===== src/rtl/dbnc_pkg.sv =====
// Shared definitions for the debounce filter bank.
// Assumes the fixed 12-bit register address layout described in the brief.
package dbnc_pkg;
    localparam int ADDR_W  = 12;
    localparam int DATA_W  = 32;
    localparam int CODE_W  = 4;
    localparam int LIM_W   = 10;   // holds the longest period, 512 ticks
    localparam logic [3:0] RGN_VAL = 4'h5;
    localparam logic [3:0] RGN_SET = 4'h6;
    localparam logic [3:0] RGN_CLR = 4'h7;

    typedef struct packed {
        logic [CODE_W-1:0] code;
        logic              en;
    } dbnc_cfg_t;

    // Map a period code to the number of ticks the input must stay stable.
    function automatic logic [LIM_W:0] code_to_ticks(input logic [CODE_W-1:0] c);
        logic [LIM_W:0] t;
        if (c == 4'd0)      t = 11'd1;
        else if (c == 4'd1) t = 11'd2;
        else if (c <= 4'd6) t = 11'(1) << (c + 4'd3);
        else                t = 11'd512;
        return t;
    endfunction
endpackage


===== src/rtl/dbnc_tick.sv =====
// Prescaler: emits a one-cycle tick every DIV clock cycles.
// Assumes DIV >= 1. For DIV == 1 the tick stays high every cycle.
module dbnc_tick #(
    parameter int DIV = 4
) (
    input  logic clk,
    input  logic rst_n,
    output logic tick_o
);
    localparam int CW = (DIV > 1) ? $clog2(DIV) : 1;
    localparam logic [CW-1:0] LAST = CW'(DIV - 1);

    logic [CW-1:0] cnt_q;

    // Count cycles and pulse the tick when the count wraps.
    always_ff @(posedge clk) begin
        if (!rst_n) begin
            cnt_q  <= '0;
            tick_o <= 1'b0;
        end else if (cnt_q == LAST) begin
            cnt_q  <= '0;
            tick_o <= 1'b1;
        end else begin
            cnt_q  <= cnt_q + 1'b1;
            tick_o <= 1'b0;
        end
    end
endmodule


===== src/rtl/dbnc_regs.sv =====
// Control register file: one byte per line, with value, set and clear aliases.
// Assumes NUM_DB <= NUM_LINES and at most 64 words. Reads are combinational.
module dbnc_regs
    import dbnc_pkg::*;
#(
    parameter int NUM_LINES = 8,
    parameter int NUM_DB    = 6
) (
    input  logic                  clk,
    input  logic                  rst_n,
    input  logic                  bus_wr,
    input  logic [ADDR_W-1:0]     bus_addr,
    input  logic [DATA_W-1:0]     bus_wdata,
    input  logic [NUM_LINES-1:0]  svc_ack,
    output logic [DATA_W-1:0]     bus_rdata,
    output dbnc_cfg_t             cfg_o     [NUM_LINES],
    output logic [NUM_LINES-1:0]  restart_o
);
    localparam int WORDS = (NUM_LINES + 3) / 4;
    localparam int PAD   = WORDS * 4;

    logic [3:0] region;
    logic [5:0] widx;
    logic       aligned;
    logic [WORDS-1:0][DATA_W-1:0] rd_word;

    assign region  = bus_addr[11:8];
    assign widx    = bus_addr[7:2];
    assign aligned = (bus_addr[1:0] == 2'b00);

    for (genvar i = 0; i < PAD; i++) begin : g_fld
        localparam int W = i / 4;
        localparam int B = (i % 4) * 8;
        if (i < NUM_DB) begin : g_live
            dbnc_cfg_t  cfg_q;
            logic       rs_q;
            logic [7:0] fld;
            logic       hit;
            assign fld = bus_wdata[B +: 8];
            assign hit = bus_wr && aligned && (widx == 6'(W));

            // Update the field from the bus and raise the one-cycle restart.
            always_ff @(posedge clk) begin
                if (!rst_n) begin
                    cfg_q <= '0;
                    rs_q  <= 1'b0;
                end else begin
                    rs_q <= svc_ack[i] && cfg_q.en;
                    if (hit) begin
                        case (region)
                            RGN_VAL: begin
                                cfg_q.en   <= fld[0];
                                cfg_q.code <= fld[7:4];
                                if (fld[1]) rs_q <= 1'b1;
                            end
                            RGN_SET: begin
                                cfg_q.en   <= cfg_q.en | fld[0];
                                cfg_q.code <= cfg_q.code | fld[7:4];
                                if (fld[1]) rs_q <= 1'b1;
                            end
                            RGN_CLR: begin
                                cfg_q.en   <= cfg_q.en & ~fld[0];
                                cfg_q.code <= cfg_q.code & ~fld[7:4];
                            end
                            default: ;
                        endcase
                    end
                end
            end

            assign rd_word[W][B +: 8] = {cfg_q.code, 3'b000, cfg_q.en};
            assign cfg_o[i]     = cfg_q;
            assign restart_o[i] = rs_q;
        end else begin : g_none
            assign rd_word[W][B +: 8] = 8'h00;
            if (i < NUM_LINES) begin : g_tie
                assign cfg_o[i]     = '0;
                assign restart_o[i] = svc_ack[i];
            end
        end
    end

    // Select the addressed control word for a read of the value region.
    always_comb begin
        bus_rdata = '0;
        for (int w = 0; w < WORDS; w++) begin
            if (region == RGN_VAL && aligned && widx == 6'(w))
                bus_rdata = rd_word[w];
        end
    end
endmodule


===== src/rtl/dbnc_line.sv =====
// One line: two-stage synchroniser followed by a tick-counted stability filter.
// Assumes tick_i is a one-cycle pulse. When the filter is inactive the output
// equals the synchronised input, and the held level tracks it so that
// switching the filter on causes no glitch.
module dbnc_line
    import dbnc_pkg::*;
#(
    parameter bit ELIG = 1'b1
) (
    input  logic      clk,
    input  logic      rst_n,
    input  logic      raw_i,
    input  logic      level_i,
    input  dbnc_cfg_t cfg_i,
    input  logic      restart_i,
    input  logic      tick_i,
    output logic      out_o,
    output logic      act_o
);
    logic [1:0]       sy_q;
    logic             s;
    logic             held_q;
    logic [LIM_W-1:0] cnt_q;
    logic [LIM_W:0]   lim;
    logic [LIM_W:0]   nxt;

    assign s     = sy_q[1];
    assign act_o = ELIG && cfg_i.en && level_i;
    assign lim   = code_to_ticks(cfg_i.code);
    assign nxt   = {1'b0, cnt_q} + 1'b1;

    // Bring the raw level into the clock domain.
    always_ff @(posedge clk) begin
        if (!rst_n) sy_q <= 2'b00;
        else        sy_q <= {sy_q[0], raw_i};
    end

    // Count ticks while the input differs from the held level; accept it at the limit.
    always_ff @(posedge clk) begin
        if (!rst_n) begin
            held_q <= 1'b0;
            cnt_q  <= '0;
        end else if (!act_o) begin
            held_q <= s;
            cnt_q  <= '0;
        end else if (restart_i || s == held_q) begin
            cnt_q  <= '0;
        end else if (tick_i) begin
            if (nxt >= lim) begin
                held_q <= s;
                cnt_q  <= '0;
            end else begin
                cnt_q  <= nxt[LIM_W-1:0];
            end
        end
    end

    assign out_o = act_o ? held_q : s;
endmodule


===== src/rtl/line_debounce_bank.sv =====
// Top: shared tick prescaler, control register file and one filter per line.
// Assumes line_in is asynchronous. Only lines below NUM_DB can be filtered.
module line_debounce_bank
    import dbnc_pkg::*;
#(
    parameter int NUM_LINES = 8,
    parameter int NUM_DB    = 6,
    parameter int TICK_DIV  = 4
) (
    input  logic                 clk,
    input  logic                 rst_n,
    input  logic [NUM_LINES-1:0] line_in,
    input  logic [NUM_LINES-1:0] level_sens,
    input  logic [NUM_LINES-1:0] svc_ack,
    input  logic                 bus_wr,
    input  logic [11:0]          bus_addr,
    input  logic [31:0]          bus_wdata,
    output logic [31:0]          bus_rdata,
    output logic [NUM_LINES-1:0] line_out
);
    logic                 tick_w;
    dbnc_cfg_t            cfg_w [NUM_LINES];
    logic [NUM_LINES-1:0] restart_w;
    logic [NUM_LINES-1:0] act_w;

    dbnc_tick #(.DIV(TICK_DIV)) tick_i (
        .clk    (clk),
        .rst_n  (rst_n),
        .tick_o (tick_w)
    );

    dbnc_regs #(.NUM_LINES(NUM_LINES), .NUM_DB(NUM_DB)) regs_i (
        .clk       (clk),
        .rst_n     (rst_n),
        .bus_wr    (bus_wr),
        .bus_addr  (bus_addr),
        .bus_wdata (bus_wdata),
        .svc_ack   (svc_ack),
        .bus_rdata (bus_rdata),
        .cfg_o     (cfg_w),
        .restart_o (restart_w)
    );

    for (genvar i = 0; i < NUM_LINES; i++) begin : g_line
        dbnc_line #(.ELIG(i < NUM_DB)) line_i (
            .clk       (clk),
            .rst_n     (rst_n),
            .raw_i     (line_in[i]),
            .level_i   (level_sens[i]),
            .cfg_i     (cfg_w[i]),
            .restart_i (restart_w[i]),
            .tick_i    (tick_w),
            .out_o     (line_out[i]),
            .act_o     (act_w[i])
        );
    end
endmodule


===== config.mk =====
export PLATFORM = sky130hd
export DESIGN_NAME = line_debounce_bank
export DESIGN_NICKNAME = d
export VERILOG_FILES = /design/src/rtl/dbnc_pkg.sv /design/src/rtl/dbnc_tick.sv /design/src/rtl/dbnc_regs.sv /design/src/rtl/dbnc_line.sv /design/src/rtl/line_debounce_bank.sv
export SDC_FILE = /design/constraint.sdc
export NUM_CORES = 1
export LEC_CHECK = 0
export ABC_CLOCK_PERIOD_IN_PS = 5300
export BUFFER_PORTS_ARGS = -buffer_cell sky130_fd_sc_hd__buf_2
export CAP_MARGIN = 30
export CORE_MARGIN = 2
export CORE_UTILIZATION = 35
export CTS_CLUSTER_SIZE = 40
export DETAILED_ROUTE_END_ITERATION = 10
export PLACE_DENSITY = 0.51
export REMOVE_ABC_BUFFERS = 1
export SLEW_MARGIN = 40
export SYNTH_ARGS = -nofsm -noshare
export SYNTH_HDL_FRONTEND = slang
export SYNTH_SLANG_ARGS = --single-unit
export TNS_END_PERCENT = 50

===== constraint.sdc =====
create_clock -name clk -period 5.3 [get_ports clk]
set_input_delay 0.265 -clock clk [delete_from_list [all_inputs] [get_ports clk]]
set_output_delay 0.265 -clock clk [all_outputs]
set_load 0.03 [all_outputs]

==> impl_summary.log, run 1 <==
INFO  metric ys_seq_area_share = around 30%
INFO  metric worst_r2r_startpoint = g_line[5].line_i.cnt_q[2]
INFO  metric final-max-slew-violation-count = 0
INFO  metric min_delay_path_depth = 2
INFO  metric r2r_slack = 1.95 ns
INFO  metric drv.max_cap_violation_count = 0
INFO  metric tritoncts = yes
INFO  metric post_synth_num_cell_types = 65
INFO  metric timing.hold.worst.start = line_in[2]
INFO  metric yosysWarningCount = 0
INFO  metric max-clock-path-buffers = 2
INFO  metric worst-path-max-fanout = 8
INFO  metric postCtsSetupBuffers = 0
INFO  metric groute.usage.overall = 16.88%
INFO  metric cts_hold_repair.buffers = 0
INFO  metric number_of_sinks_driven_by_the_clock_tree = 121
INFO  metric async_reset_ff_share = 0%
INFO  metric wire_per_inst = approximately 15 µm
INFO  metric critPathCaptureType = register
INFO  metric timing.fmax = 298.9 MHz
INFO  metric io_buffer_count = between 80 and 90
INFO  metric post-synth-top-count-cell = sky130_fd_sc_hd__dfxtp_1
INFO  metric cts_htree_levels = 4
INFO  metric share_of_cells_above_drive_strength_1 = 13.49%
INFO  metric tightest_slew = ~0.85 ns
INFO  metric floorplan.initialDensity = 35.78%
INFO  metric synthesis.area_per_instance = between 8 and 9 µm²
INFO  metric coreArea = around 0.023 mm²
INFO  metric die_area = 0.02445 mm²
INFO  metric die_height = 156.4 µm
INFO  metric synth_commonest_cells = sky130_fd_sc_hd__dfxtp_1 (121), sky130_fd_sc_hd__nand2_1 (79), sky130_fd_sc_hd__ha_1 (73), sky130_fd_sc_hd__nand3_1 (72), sky130_fd_sc_hd__nor2_1 (55)
INFO  metric final_cell_area = 0.009350 mm²
INFO  metric worst_slew_margin_rel = between 40% and 50%
INFO  metric viasPerCell = slightly above 5
INFO  metric worst_ir_drop_vdd = between 0.15 and 0.2 mV
INFO  metric timing.final.crit_period = 3.346 ns
INFO  metric worst_skew_pair.late_latency = around 0.42 ns
INFO  metric detailed_router_iteration_count_before_antenna_repair = 7
INFO  metric num_rows = 55
INFO  metric grt_first_pass_wirelength = 33.30 mm
INFO  metric synthesis.instances = between 900 and 1k
INFO  metric regToRegEndpoint = g_line[5].line_i.cnt_q[9]
INFO  metric finalClockSkew = between 0.006 and 0.007 ns
INFO  metric number_of_synthesized_flops_with_an_enable_pin = 0
INFO  metric synth_flop_cell = sky130_fd_sc_hd__dfxtp_1
INFO  metric synth_area_leaders = sky130_fd_sc_hd__dfxtp_1 (30%), sky130_fd_sc_hd__ha_1 (11%), sky130_fd_sc_hd__xnor2_1 (4.6%), sky130_fd_sc_hd__nand3_1 (4.4%), sky130_fd_sc_hd__nand2_1 (3.6%)
INFO  metric routabilityCongestion = approximately 0.79
INFO  metric cts_buffers = 17
INFO  metric antenna_violations_before_repair = 1
INFO  metric rr_worst_depth = 11
INFO  metric vias = between 7k and 8k
INFO  metric n_antenna_cell = 0
INFO  metric pwr_density_cell = approximately 240 mW/mm²
INFO  metric postPlaceCellArea = around 0.009 mm²
INFO  metric ios = 111
INFO  metric route.detailed.drc = 0
INFO  metric dieWidth = approximately 160 µm
INFO  metric antenna_violation_net_count_after_detailed_routing = 0
INFO  metric synth.ff_latch_count = 121
INFO  metric timing_hold_violations_final = 0
INFO  metric total_leakage_power = roughly 3.7 nW
INFO  metric setup-violations-final = 0
INFO  metric grt-ovfl-total = 0
INFO  metric synthToLayoutAreaGrowth = 15.08%
INFO  metric min-delay-path-class = in -> reg
INFO  metric timing.final.crit_share = between 60% and 70%
INFO  metric dp.final_hpwl = 14.54 mm
INFO  metric synthDominantAreaCellType = sky130_fd_sc_hd__dfxtp_1
INFO  metric mappedNetlistArea = 0.008125 mm²
INFO  metric finish.net_count = 1206
INFO  metric rsz0062_at_grt = no
INFO  metric whs_endpoint = g_line[2].line_i.sy_q[0]
INFO  metric ctsResizeCount = 0
INFO  metric grt_max_degree = 61
INFO  metric synth_top_cell_area_share = about 30%
INFO  metric crit_path_start_kind = register
INFO  metric clockRootBuffer = sky130_fd_sc_hd__clkbuf_16
INFO  metric finalWirelength = 19.95 mm
INFO  metric grt_pass1_vias = approximately 6.8k
INFO  metric totalNegativeSetupSlack = 0 ns
INFO  metric timing.critical_path.arrival = 3.71 ns
INFO  metric type_of_the_setup_path_with_the_least_slack = reg -> reg
INFO  metric critical_path_required = ~5.7 ns
INFO  metric iter_0_drt_violations = 380
INFO  metric final_core_util = 41.17%
INFO  metric clk_pin_slew_worst_paths = about 0.060 ns
INFO  metric outcome = finished clean
critical path, cell delays in order, from the launching register on:
cell,delay (ns)
sky130_fd_sc_hd__dfxtp_1,0.45
sky130_fd_sc_hd__and4_1,0.29
sky130_fd_sc_hd__nor2b_1,0.33
sky130_fd_sc_hd__nand3_1,0.17
sky130_fd_sc_hd__xnor2_1,0.16
sky130_fd_sc_hd__ha_1,0.30
sky130_fd_sc_hd__a21oi_1,0.17
sky130_fd_sc_hd__o22ai_1,0.10
sky130_fd_sc_hd__a2111oi_0,0.53
sky130_fd_sc_hd__a21boi_1,0.35
sky130_fd_sc_hd__nor2b_1,0.29
sky130_fd_sc_hd__a32o_1,0.15
logic make-up (layout without fill, tap and decap cells):
group,after synthesis,after routing,share of synthesized area (%)
flip-flops,121,121,29.81
other,2,36,0.09243
AO/OA/AOI/OAI,199,199,16.11
AND/OR/NAND/NOR,420,420,28.04
XOR/XNOR,69,69,7.438
buffers and inverters,72,135,4.466
adder cells (fa/ha/maj),73,73,11.24
multiplexers,22,22,2.802
metal layers:
metal	share of wire (%)	GRT usage, %	vias up
met5	0.055	0	-
met4	0.99	4.718	2
met3	4.7	3.628	18
met2	44	27.23	142
met1	50	22.73	3225
li1	-	-	3652
cell type report:
type,count,area (µm²)
flip-flops and latches,121,2426
clock buffers,24,481.7
fillers,2360,13360
multi-input cells,819,5482
clock inverters,8,95.09
well taps,285,356.6
repair buffers,90,460.4
inverters,13,48.80
state kept, by name, indices dropped and copies added (netlist names):
register                  cells
regs_i.g_fld.g_live.rs_q      6
regs_i.cfg_o                 30
g_line.line_i.cnt_q          60
g_line.line_i.sy_q           16
g_line.line_i.held_q          6
tick_i.tick_o                 1
tick_i.cnt_q                  2
stage by stage:
stage          worst slack [ns]  cells  hold WS [ns]  power [W]
6_report                  1.954   1360       0.05049   0.002200
2_1_floorplan             2.496    953        0.3867   0.001014
3_5_place_dp              1.999   1328        0.4212   0.001070
4_1_cts                   1.975   1360       0.03574   0.002225
3_3_place_gp              2.015   1328        0.4136   0.001070
5_1_grt                   1.558   1360       0.03740   0.002284
power breakdown:
group | switching [W] | leakage [nW] | internal, W
clock network | 0.000423 | 0.280 | 0.000726
registers | 0.00000847 | 0.979 | 0.000919
logic | 0.0000759 | 2.49 | 0.0000477
worst max-delay path by stage:
stage                                          from                         to  depth (start not counted)  slack (ns)
after floorplan           g_line[5].line_i.cnt_q[2]  g_line[5].line_i.cnt_q[6]                         11        2.50
after global placement    g_line[5].line_i.cnt_q[2]  g_line[5].line_i.cnt_q[9]                         11        2.01
after detailed placement  g_line[5].line_i.cnt_q[2]  g_line[5].line_i.cnt_q[9]                         11        2.00
after CTS                 g_line[5].line_i.cnt_q[2]  g_line[5].line_i.cnt_q[9]                         11        1.98
after global routing      g_line[5].line_i.cnt_q[2]  g_line[5].line_i.cnt_q[9]                         11        1.56
final                     g_line[5].line_i.cnt_q[2]  g_line[5].line_i.cnt_q[9]                         11        1.95
layout by cell type, fill, tap and decap left out, drive strengths merged, types with 4 or more instances in the layout:
cell and count:
and3 27, or4b 7, nand2 80, nand2b 34, clkinv 4, nand4 17, inv 13, a41oi 4
and4 4, clkbuf 24, mux2 6, a21boi 34, nand3 72, a21o 13, conb 36, nor2b 15
nand4b 5, nand3b 14, a32oi 4, dfxtp 121, nor4 13, a21oi 52, xor2 26, ha 73
and2 33, o21ai 49, xnor2 43, mux2i 16, a2111oi 4, nor2 55, nor3 35, o21bai 7
a31oi 6, buf 90
Power figures use the tool's default switching activity.
==> run 2: changes to the inputs <==
--- a/config.mk
+++ b/config.mk
@@ -5,7 +5,7 @@
 export SDC_FILE = /design/constraint.sdc
 export NUM_CORES = 1
 export LEC_CHECK = 0
-export ABC_CLOCK_PERIOD_IN_PS = 5300
+export ABC_CLOCK_PERIOD_IN_PS = 3300
 export BUFFER_PORTS_ARGS = -buffer_cell sky130_fd_sc_hd__buf_2
 export CAP_MARGIN = 30
 export CORE_MARGIN = 2
==> constraint.sdc (replaced) <==
create_clock -name clk -period 3.3 [get_ports clk]
set_input_delay 0.165 -clock clk [delete_from_list [all_inputs] [get_ports clk]]
set_output_delay 0.165 -clock clk [all_outputs]
set_load 0.03 [all_outputs]
==> run 2 against run 1 <==
Wire length increased by 2.5%. Critical endpoint is now g_line[0].line_i.cnt_q[2]. First-iteration DRC count is 20% lower. Cell count grew 3.9%. Final area rose by 5.3%. Utilization increased by 2.2 points. Highest routed layer unchanged. Non-clock buffer count rose by 51. Register-to-register slack worse by 1.7 ns.
==> impl_summary.log, run 2 (synthesis gave the netlist of run 1 again) <==
INFO  metric critical_path_required = 3.62 ns (-2.05 ns)
INFO  metric routabilityCongestion = 0.7855 (-0.54%)
INFO  metric drv.max_cap_violation_count = 0 (unchanged)
INFO  metric vias = 7262 (+3.2%)
INFO  metric cts_buffers = 17 (unchanged)
INFO  metric die_height = 156.4 µm (unchanged)
INFO  metric floorplan.initialDensity = 35.78% (unchanged)
INFO  metric crit_family = simple AND/OR/NAND/NOR gates
INFO  metric critical-path-slowest-cell = sky130_fd_sc_hd__dfxtp_1
INFO  metric outcome = finished clean
INFO  metric pwr_density_cell = 352.4 mW/mm² (+50%)
INFO  metric synthToLayoutAreaGrowth = 21.20%
INFO  metric max-clock-path-buffers = 2 (unchanged)
INFO  metric route.detailed.drc = 0 (unchanged)
INFO  metric timing.final.crit_share = 92.44% (+29 points)
INFO  metric finalClockSkew = 0.007216 ns (+0.0006684 ns)
INFO  metric critPathCaptureType = register
INFO  metric dp.final_hpwl = 14.85 mm (+2.1%)
INFO  metric most-common-layout-cells = sky130_fd_sc_hd__dfxtp_1 (119), sky130_fd_sc_hd__buf_2 (86), sky130_fd_sc_hd__nand2_1 (78)
INFO  metric postCtsSetupBuffers = 0 (unchanged)
INFO  metric totalNegativeSetupSlack = 0 ns (unchanged)
INFO  metric final_common_cell = sky130_fd_sc_hd__dfxtp_1
INFO  metric finish.net_count = 1257 (+4.2%)
INFO  metric final_cells = 1413 (+3.9%)
INFO  metric final_cell_area = 0.009848 mm² (+5.3%)
INFO  metric cts_htree_levels = 4 (unchanged)
INFO  metric tightest_slew = 0.7027 ns (-0.1495 ns)
INFO  metric dieWidth = 156.4 µm (unchanged)
INFO  metric total_leakage_power = 3.996 nW (+6.6%)
INFO  metric crit_path_start_kind = register
INFO  metric worst_ir_drop_vdd = 0.2247 mV (+36%)
INFO  metric clockRootBuffer = sky130_fd_sc_hd__clkbuf_16
INFO  metric worst-path-max-fanout = 4 (-4)
INFO  metric whs = 0.02228 ns (-0.02821 ns)
INFO  metric timing.fmax = 327.8 MHz (+9.7%)
INFO  metric grt_first_pass_wirelength = 33.47 mm (+0.52%)
INFO  metric post-place-cells = 1352 (+1.8%)
INFO  metric clk_pin_slew_worst_paths = 0.05 ns (about the same)
INFO  metric detailed_router_iteration_count_before_antenna_repair = 4 (-3)
INFO  metric tritoncts = yes
INFO  metric timing.critical_path.arrival = 3.37 ns (-0.34 ns)
INFO  metric cp_num_buf_inv = 0 (unchanged)
INFO  metric io_buffer_count = 86 (unchanged)
INFO  metric timing.critical_path.mode_cell = sky130_fd_sc_hd__and3_1
INFO  metric groute.usage.overall = 17.08% (+0.20 points)
INFO  metric timing_hold_violations_final = 0 (unchanged)
INFO  metric ios = 111 (unchanged)
INFO  metric coreArea = 0.02271 mm² (unchanged)
INFO  metric rsz0062_at_grt = no
INFO  metric crit_path_cell_trace = ha_2 > and3_1 > nand3_2 > xnor2_2 > ha_1 > and3_1 > a22o_1 > a2111oi_2 > nand2_1 > and3_1 > nor4_2
INFO  metric timing.final.crit_period = 3.051 ns (-0.2953 ns)
INFO  metric worst_skew_pair.late_latency = 0.42 ns (about the same)
INFO  metric postPlaceCellArea = 0.008952 mm² (+2.0%)
INFO  metric num_rows = 55 (unchanged)
INFO  metric wire_per_inst = 14.46 µm (-1.4%)
INFO  metric timing.critical_path.slowest_cell_delay = 0.40 ns (-0.13 ns)
INFO  metric setup-violations-final = 0 (unchanged)
INFO  metric iter_0_drt_violations = 304 (-20%)
INFO  metric min-delay-path-class = in -> reg
INFO  metric flip_flop_count_of_the_largest_register_all_copies_and_words_added = 60 (unchanged)
INFO  metric grt_max_degree = 60 (-1.6%)
INFO  metric type_of_the_setup_path_with_the_least_slack = reg -> reg
INFO  metric regMostFlops = g_line.line_i.cnt_q
INFO  metric antenna_violations_before_repair = 3 (+2)
INFO  metric finalWirelength = 20.44 mm (+2.5%)
INFO  metric share_of_cells_above_drive_strength_1 = 16.07% (+2.6 points)
INFO  metric grt-ovfl-total = 0 (unchanged)
INFO  metric viasPerCell = 5.139 (-0.70%)
INFO  metric number_of_sinks_driven_by_the_clock_tree = 121 (unchanged)
INFO  metric die_area = 0.02445 mm² (unchanged)
INFO  metric final-max-slew-violation-count = 0 (unchanged)
INFO  metric worst_slew_margin_rel = 52.87% (+9.8 points)
INFO  metric grt_pass1_vias = 6839 (+1.3%)
INFO  metric antenna_violation_net_count_after_detailed_routing = 0 (unchanged)
-- run 2: cell types whose count changed in the layout (fill, tap and decap cells not counted), sizes merged --
cell | before | now
dlygate4sd3 | 0 | 27
diode | 0 | 2
clkinv | 4 | 5
buf | 90 | 114
bufinv | 2 | 1
-- run 2: worst min-delay path, stage by stage --
cell and delay [ns]:
sky130_fd_sc_hd__buf_2 0.07, sky130_fd_sc_hd__a22oi_1 0.07, sky130_fd_sc_hd__nor2b_1 0.09
-- run 2: metrics by stage --
stage,utilization [%],setup WS (ns),total power [W]
after floorplan,-,0.4960,0.001628
after global routing,43.36,0.003538,0.003614
final,43.37,0.2494,0.003471
after global placement,39.33,0.2023,0.001720
after CTS,43.04,0.1644,0.003527
after detailed placement,39.42,0.1788,0.001723
-- run 2: final cells by class --
cell class                      count  area (µm²)
Inverter                           13       48.80
Sequential cell                   121        2427
Clock buffer                       24       481.7
Timing Repair Buffer              141       923.4
Tap cell                          285       356.6
Fill cell                        2341       12860
Clock inverter                      8       70.07
Multi-Input combinational cell    819        5535
Antenna cell                        2       5.005
-- run 2: per-layer routing --
layer  part of all wire (%)  track usage (%)  up-vias
met1                     51            23.28     3361
met2                     44            26.58      131
met5                  0.064                0        -
li1                       -                -     3749
met3                    4.4            3.822       19
met4                    1.4            5.854        2
-- run 2: path summary, 6_finish.rpt --
path,start,endpoint,slack [ns],cells past startpoint
worst min-delay path,svc_ack[2],regs_i.g_fld[2].g_live.rs_q,0.02,3
worst max-delay path,g_line[0].line_i.cnt_q[0],g_line[0].line_i.cnt_q[2],0.25,11
worst min register to register,tick_i.cnt_q[0],tick_i.cnt_q[0],0.43,1
worst max register to register,g_line[0].line_i.cnt_q[0],g_line[0].line_i.cnt_q[2],0.25,11
-- run 2: what timing repair did --
action / 4_1_cts / 5_1_grt
resized for setup: 0 / 15
hold endpoints to repair: 28 / 0
endpoints found under the setup margin: 0 / 26
hold buffers: 27 / 0
-- run 2: where the power goes --
| part | internal, W | switching (W) | total [W] |
|---|---|---|---|
| sequential | 0.00148 | 0.0000124 | 0.00149 |
| combinational | 0.000102 | 0.000129 | 0.000230 |
| clock | 0.00109 | 0.000665 | 0.00175 |
==> run 3: changes to the inputs <==
--- a/config.mk
+++ b/config.mk
@@ -12,6 +12,7 @@
 export CORE_UTILIZATION = 35
 export CTS_CLUSTER_SIZE = 40
 export DETAILED_ROUTE_END_ITERATION = 10
+export HOLD_SLACK_MARGIN = 0.15
 export PLACE_DENSITY = 0.51
 export REMOVE_ABC_BUFFERS = 1
 export SLEW_MARGIN = 40
==> run 3 against run 2 <==
Non-clock buffer count is 14 higher. Worst setup slack better by 0.0055 ns. Worst hold slack better by 0.15 ns. Largest power group unchanged. Sequential share of layout area is 0.35 points lower. Critical path type unchanged. Final area is 1.4% higher. Global-route usage is 0.15 points higher. Clock skew hardly changed. Power is 0.27% higher. Via count is 1.0% higher. Wire length is 0.75% higher. Cell count is 0.99% higher.
==> impl_summary.log, run 3 (synthesis gave the netlist of run 1 again) <==
INFO  metric outcome = finished clean
INFO  metric critPathCaptureType = register
INFO  metric totalNegativeSetupSlack = 0 ns (unchanged)
INFO  metric most-common-layout-cells = sky130_fd_sc_hd__dfxtp_1 (119), sky130_fd_sc_hd__buf_2 (86), sky130_fd_sc_hd__nand2_1 (78)
INFO  metric clockRootBuffer = sky130_fd_sc_hd__clkbuf_16
INFO  metric num_rows = 55 (unchanged)
INFO  metric min-delay-path-class = in -> reg
INFO  metric iter_0_drt_violations = 306 (+0.66%)
INFO  metric final-max-slew-violation-count = 0 (unchanged)
INFO  metric dp.final_hpwl = 14.85 mm (unchanged)
INFO  metric worst_skew_pair.late_latency = 0.42 ns (about the same)
INFO  metric finish.net_count = 1271 (+1.1%)
INFO  metric regMostFlops = g_line.line_i.cnt_q
INFO  metric tritoncts = yes
INFO  metric type_of_the_setup_path_with_the_least_slack = reg -> reg
INFO  metric pwr_density_cell = 348.4 mW/mm² (-1.1%)
INFO  metric antenna_violation_net_count_after_detailed_routing = 0 (unchanged)
INFO  metric clk_pin_slew_worst_paths = 0.06 ns (about the same)
INFO  metric nFillCells = 2332 (-0.38%)
INFO  metric timing.final.crit_period = 3.045 ns (-0.005459 ns)
INFO  metric grt_use_met2 = 27.02% (+0.44 points)
INFO  metric power.share.clock = 50.4% (about the same)
INFO  metric total_leakage_power = 4.038 nW (+1.0%)
INFO  metric number_of_sinks_driven_by_the_clock_tree = 121 (unchanged)
INFO  metric max-clock-path-buffers = 2 (unchanged)
INFO  metric wire_per_inst = 14.43 µm (-0.23%)
INFO  metric cts_htree_levels = 4 (unchanged)
INFO  metric synthToLayoutAreaGrowth = 22.93%
INFO  metric finalWirelength = 20.59 mm (+0.75%)
INFO  metric worst_ir_drop_vdd = 0.2248 mV (about the same)
INFO  metric worst-path-max-fanout = 4 (unchanged)
INFO  metric detailed_router_iteration_count_before_antenna_repair = 5 (+1)
INFO  metric finalClockSkew = 0.007058 ns (-0.0001576 ns)
INFO  metric share_of_cells_above_drive_strength_1 = 15.88% (-0.20 points)
INFO  metric final_common_cell = sky130_fd_sc_hd__dfxtp_1
INFO  metric timing.critical_path.arrival = 3.37 ns (about the same)
INFO  metric critical_path_required = 3.62 ns (about the same)
INFO  metric timing.fmax = 328.4 MHz (+0.18%)
INFO  metric die_area = 0.02445 mm² (unchanged)
INFO  metric setup-violations-final = 0 (unchanged)
INFO  metric route.detailed.drc = 0 (unchanged)
INFO  metric cts_buffers = 17 (unchanged)
INFO  metric worst_slew_margin_rel = 53.10% (+0.23 points)
INFO  metric coreArea = 0.02271 mm² (unchanged)
INFO  metric routabilityCongestion = 0.7855 (unchanged)
INFO  metric grt-ovfl-total = 0 (unchanged)
INFO  metric switching_power = 0.0008088 W (+0.39%)
INFO  metric share_comb_of_total_power = 6.8% (+0.2 points)
INFO  metric io_buffer_count = 86 (unchanged)
INFO  metric timing.final.crit_share = 92.28% (-0.17 points)
INFO  metric int_power = 0.002672 W (+0.24%)
INFO  metric die_height = 156.4 µm (unchanged)
INFO  metric rsz0062_at_grt = no
INFO  metric grt_first_pass_wirelength = 33.84 mm (+1.1%)
INFO  metric crit_path_start_kind = register
INFO  metric floorplan.initialDensity = 35.78% (unchanged)
INFO  metric viasPerCell = 5.142 (about the same)
INFO  metric dieWidth = 156.4 µm (unchanged)
INFO  metric timing_hold_violations_final = 0 (unchanged)
INFO  metric antenna_violations_before_repair = 2 (-1)
INFO  metric drv.max_cap_violation_count = 0 (unchanged)
INFO  metric sequentialPowerShare = 42.8% (about the same)
INFO  metric groute.usage.overall = 17.23% (+0.15 points)
INFO  metric met3_global_route_usage = 3.683% (-0.14 points)
INFO  metric tightest_slew = 0.6993 ns (-0.003430 ns)
INFO  metric met1_usage = 23.45% (+0.17 points)
INFO  metric final_core_util = 43.98% (+0.62 points)
INFO  metric grt_max_degree = 60 (unchanged)
INFO  metric flip_flop_count_of_the_largest_register_all_copies_and_words_added = 60 (unchanged)
INFO  metric vias = 7337 (+1.0%)
INFO  metric switching_share = 23.24% (+0.027 points)
INFO  metric globalRoute.busiestLayer = met2
INFO  metric ios = 111 (unchanged)
INFO  metric grt_pass1_vias = 6943 (+1.5%)
==> run 3: cell count changes in the layout (fill, tap and decap cells not counted) <==
cell / change
sky130_fd_sc_hd__dlygate4sd3_1: +14
==> run 3: layer usage <==
metal	share of wire [%]	up-vias
met1	50	3410
met4	1.3	0
met2	44	128
met5	0	-
met3	4.4	17
li1	-	3782
==> run 3: metrics by stage <==
stage / hold WS [ns] / power, W / setup slack (ns) / cells / area, µm²
detailed placement: 0.3749 / 0.001723 / 0.1788 / 1352 / 8952
floorplan: 0.2867 / 0.001628 / 0.4960 / 953 / 7939
CTS: 0.1566 / 0.003534 / 0.1644 / 1425 / 9915
global placement: 0.3705 / 0.001720 / 0.2023 / 1351 / 8932
global route: 0.1833 / 0.003622 / 0.003538 / 1426 / 9986
finish: 0.1747 / 0.003480 / 0.2548 / 1427 / 9988
==> run 3: area by class of cell <==
| type | instances | area (µm²) | share of cell area (%) |
|---|---|---|---|
| inverters | 13 | 48.80 | 0.4885 |
| diodes | 2 | 5.005 | 0.05011 |
| clock buffers | 24 | 481.7 | 4.823 |
| repair buffers | 155 | 1064 | 10.65 |
| well taps | 285 | 356.6 | 3.570 |
| flip-flops and latches | 121 | 2427 | 24.30 |
| clock inverters | 8 | 70.07 | 0.7015 |
| multi-input cells | 819 | 5535 | 55.42 |
==> run 3: power by group through the flow <==
stage,Sequential [W],Combinational [W],Clock (W)
after floorplan,0.00152,0.000105,0
after global placement,0.00153,0.000194,0
after detailed placement,0.00152,0.000203,0
after CTS,0.00149,0.000236,0.00181
after global routing,0.00149,0.000262,0.00187
final,0.00149,0.000238,0.00175
==> run 3: repair_timing <==
item,CTS,global route
buffers inserted,0,0
endpoints found under the hold margin,45,0
hold buffers,41,0
gates resized for setup,0,15
endpoints found under the setup margin,0,26
==> run 3: path summary, 6_finish.rpt <==
check                                          startpoint                   endpoint  slack [ns]  cells past startpoint
worst max-delay path            g_line[0].line_i.cnt_q[0]  g_line[0].line_i.cnt_q[2]        0.25                     11
worst min-delay path                        level_sens[1]    g_line[1].line_i.held_q        0.17                      4
worst max register to register  g_line[0].line_i.cnt_q[0]  g_line[0].line_i.cnt_q[2]        0.25                     11
worst min register to register            tick_i.cnt_q[0]            tick_i.cnt_q[0]        0.43                      1
==> run 3: critical path, stage by stage, from the launching register on <==
cell	delay, ns
sky130_fd_sc_hd__dfxtp_1	0.40
sky130_fd_sc_hd__ha_2	0.24
sky130_fd_sc_hd__and3_1	0.26
sky130_fd_sc_hd__nand3_2	0.14
sky130_fd_sc_hd__xnor2_2	0.17
sky130_fd_sc_hd__ha_1	0.32
sky130_fd_sc_hd__and3_1	0.17
sky130_fd_sc_hd__a22o_1	0.22
sky130_fd_sc_hd__a2111oi_2	0.39
sky130_fd_sc_hd__nand2_1	0.13
sky130_fd_sc_hd__and3_1	0.25
sky130_fd_sc_hd__nor4_2	0.26
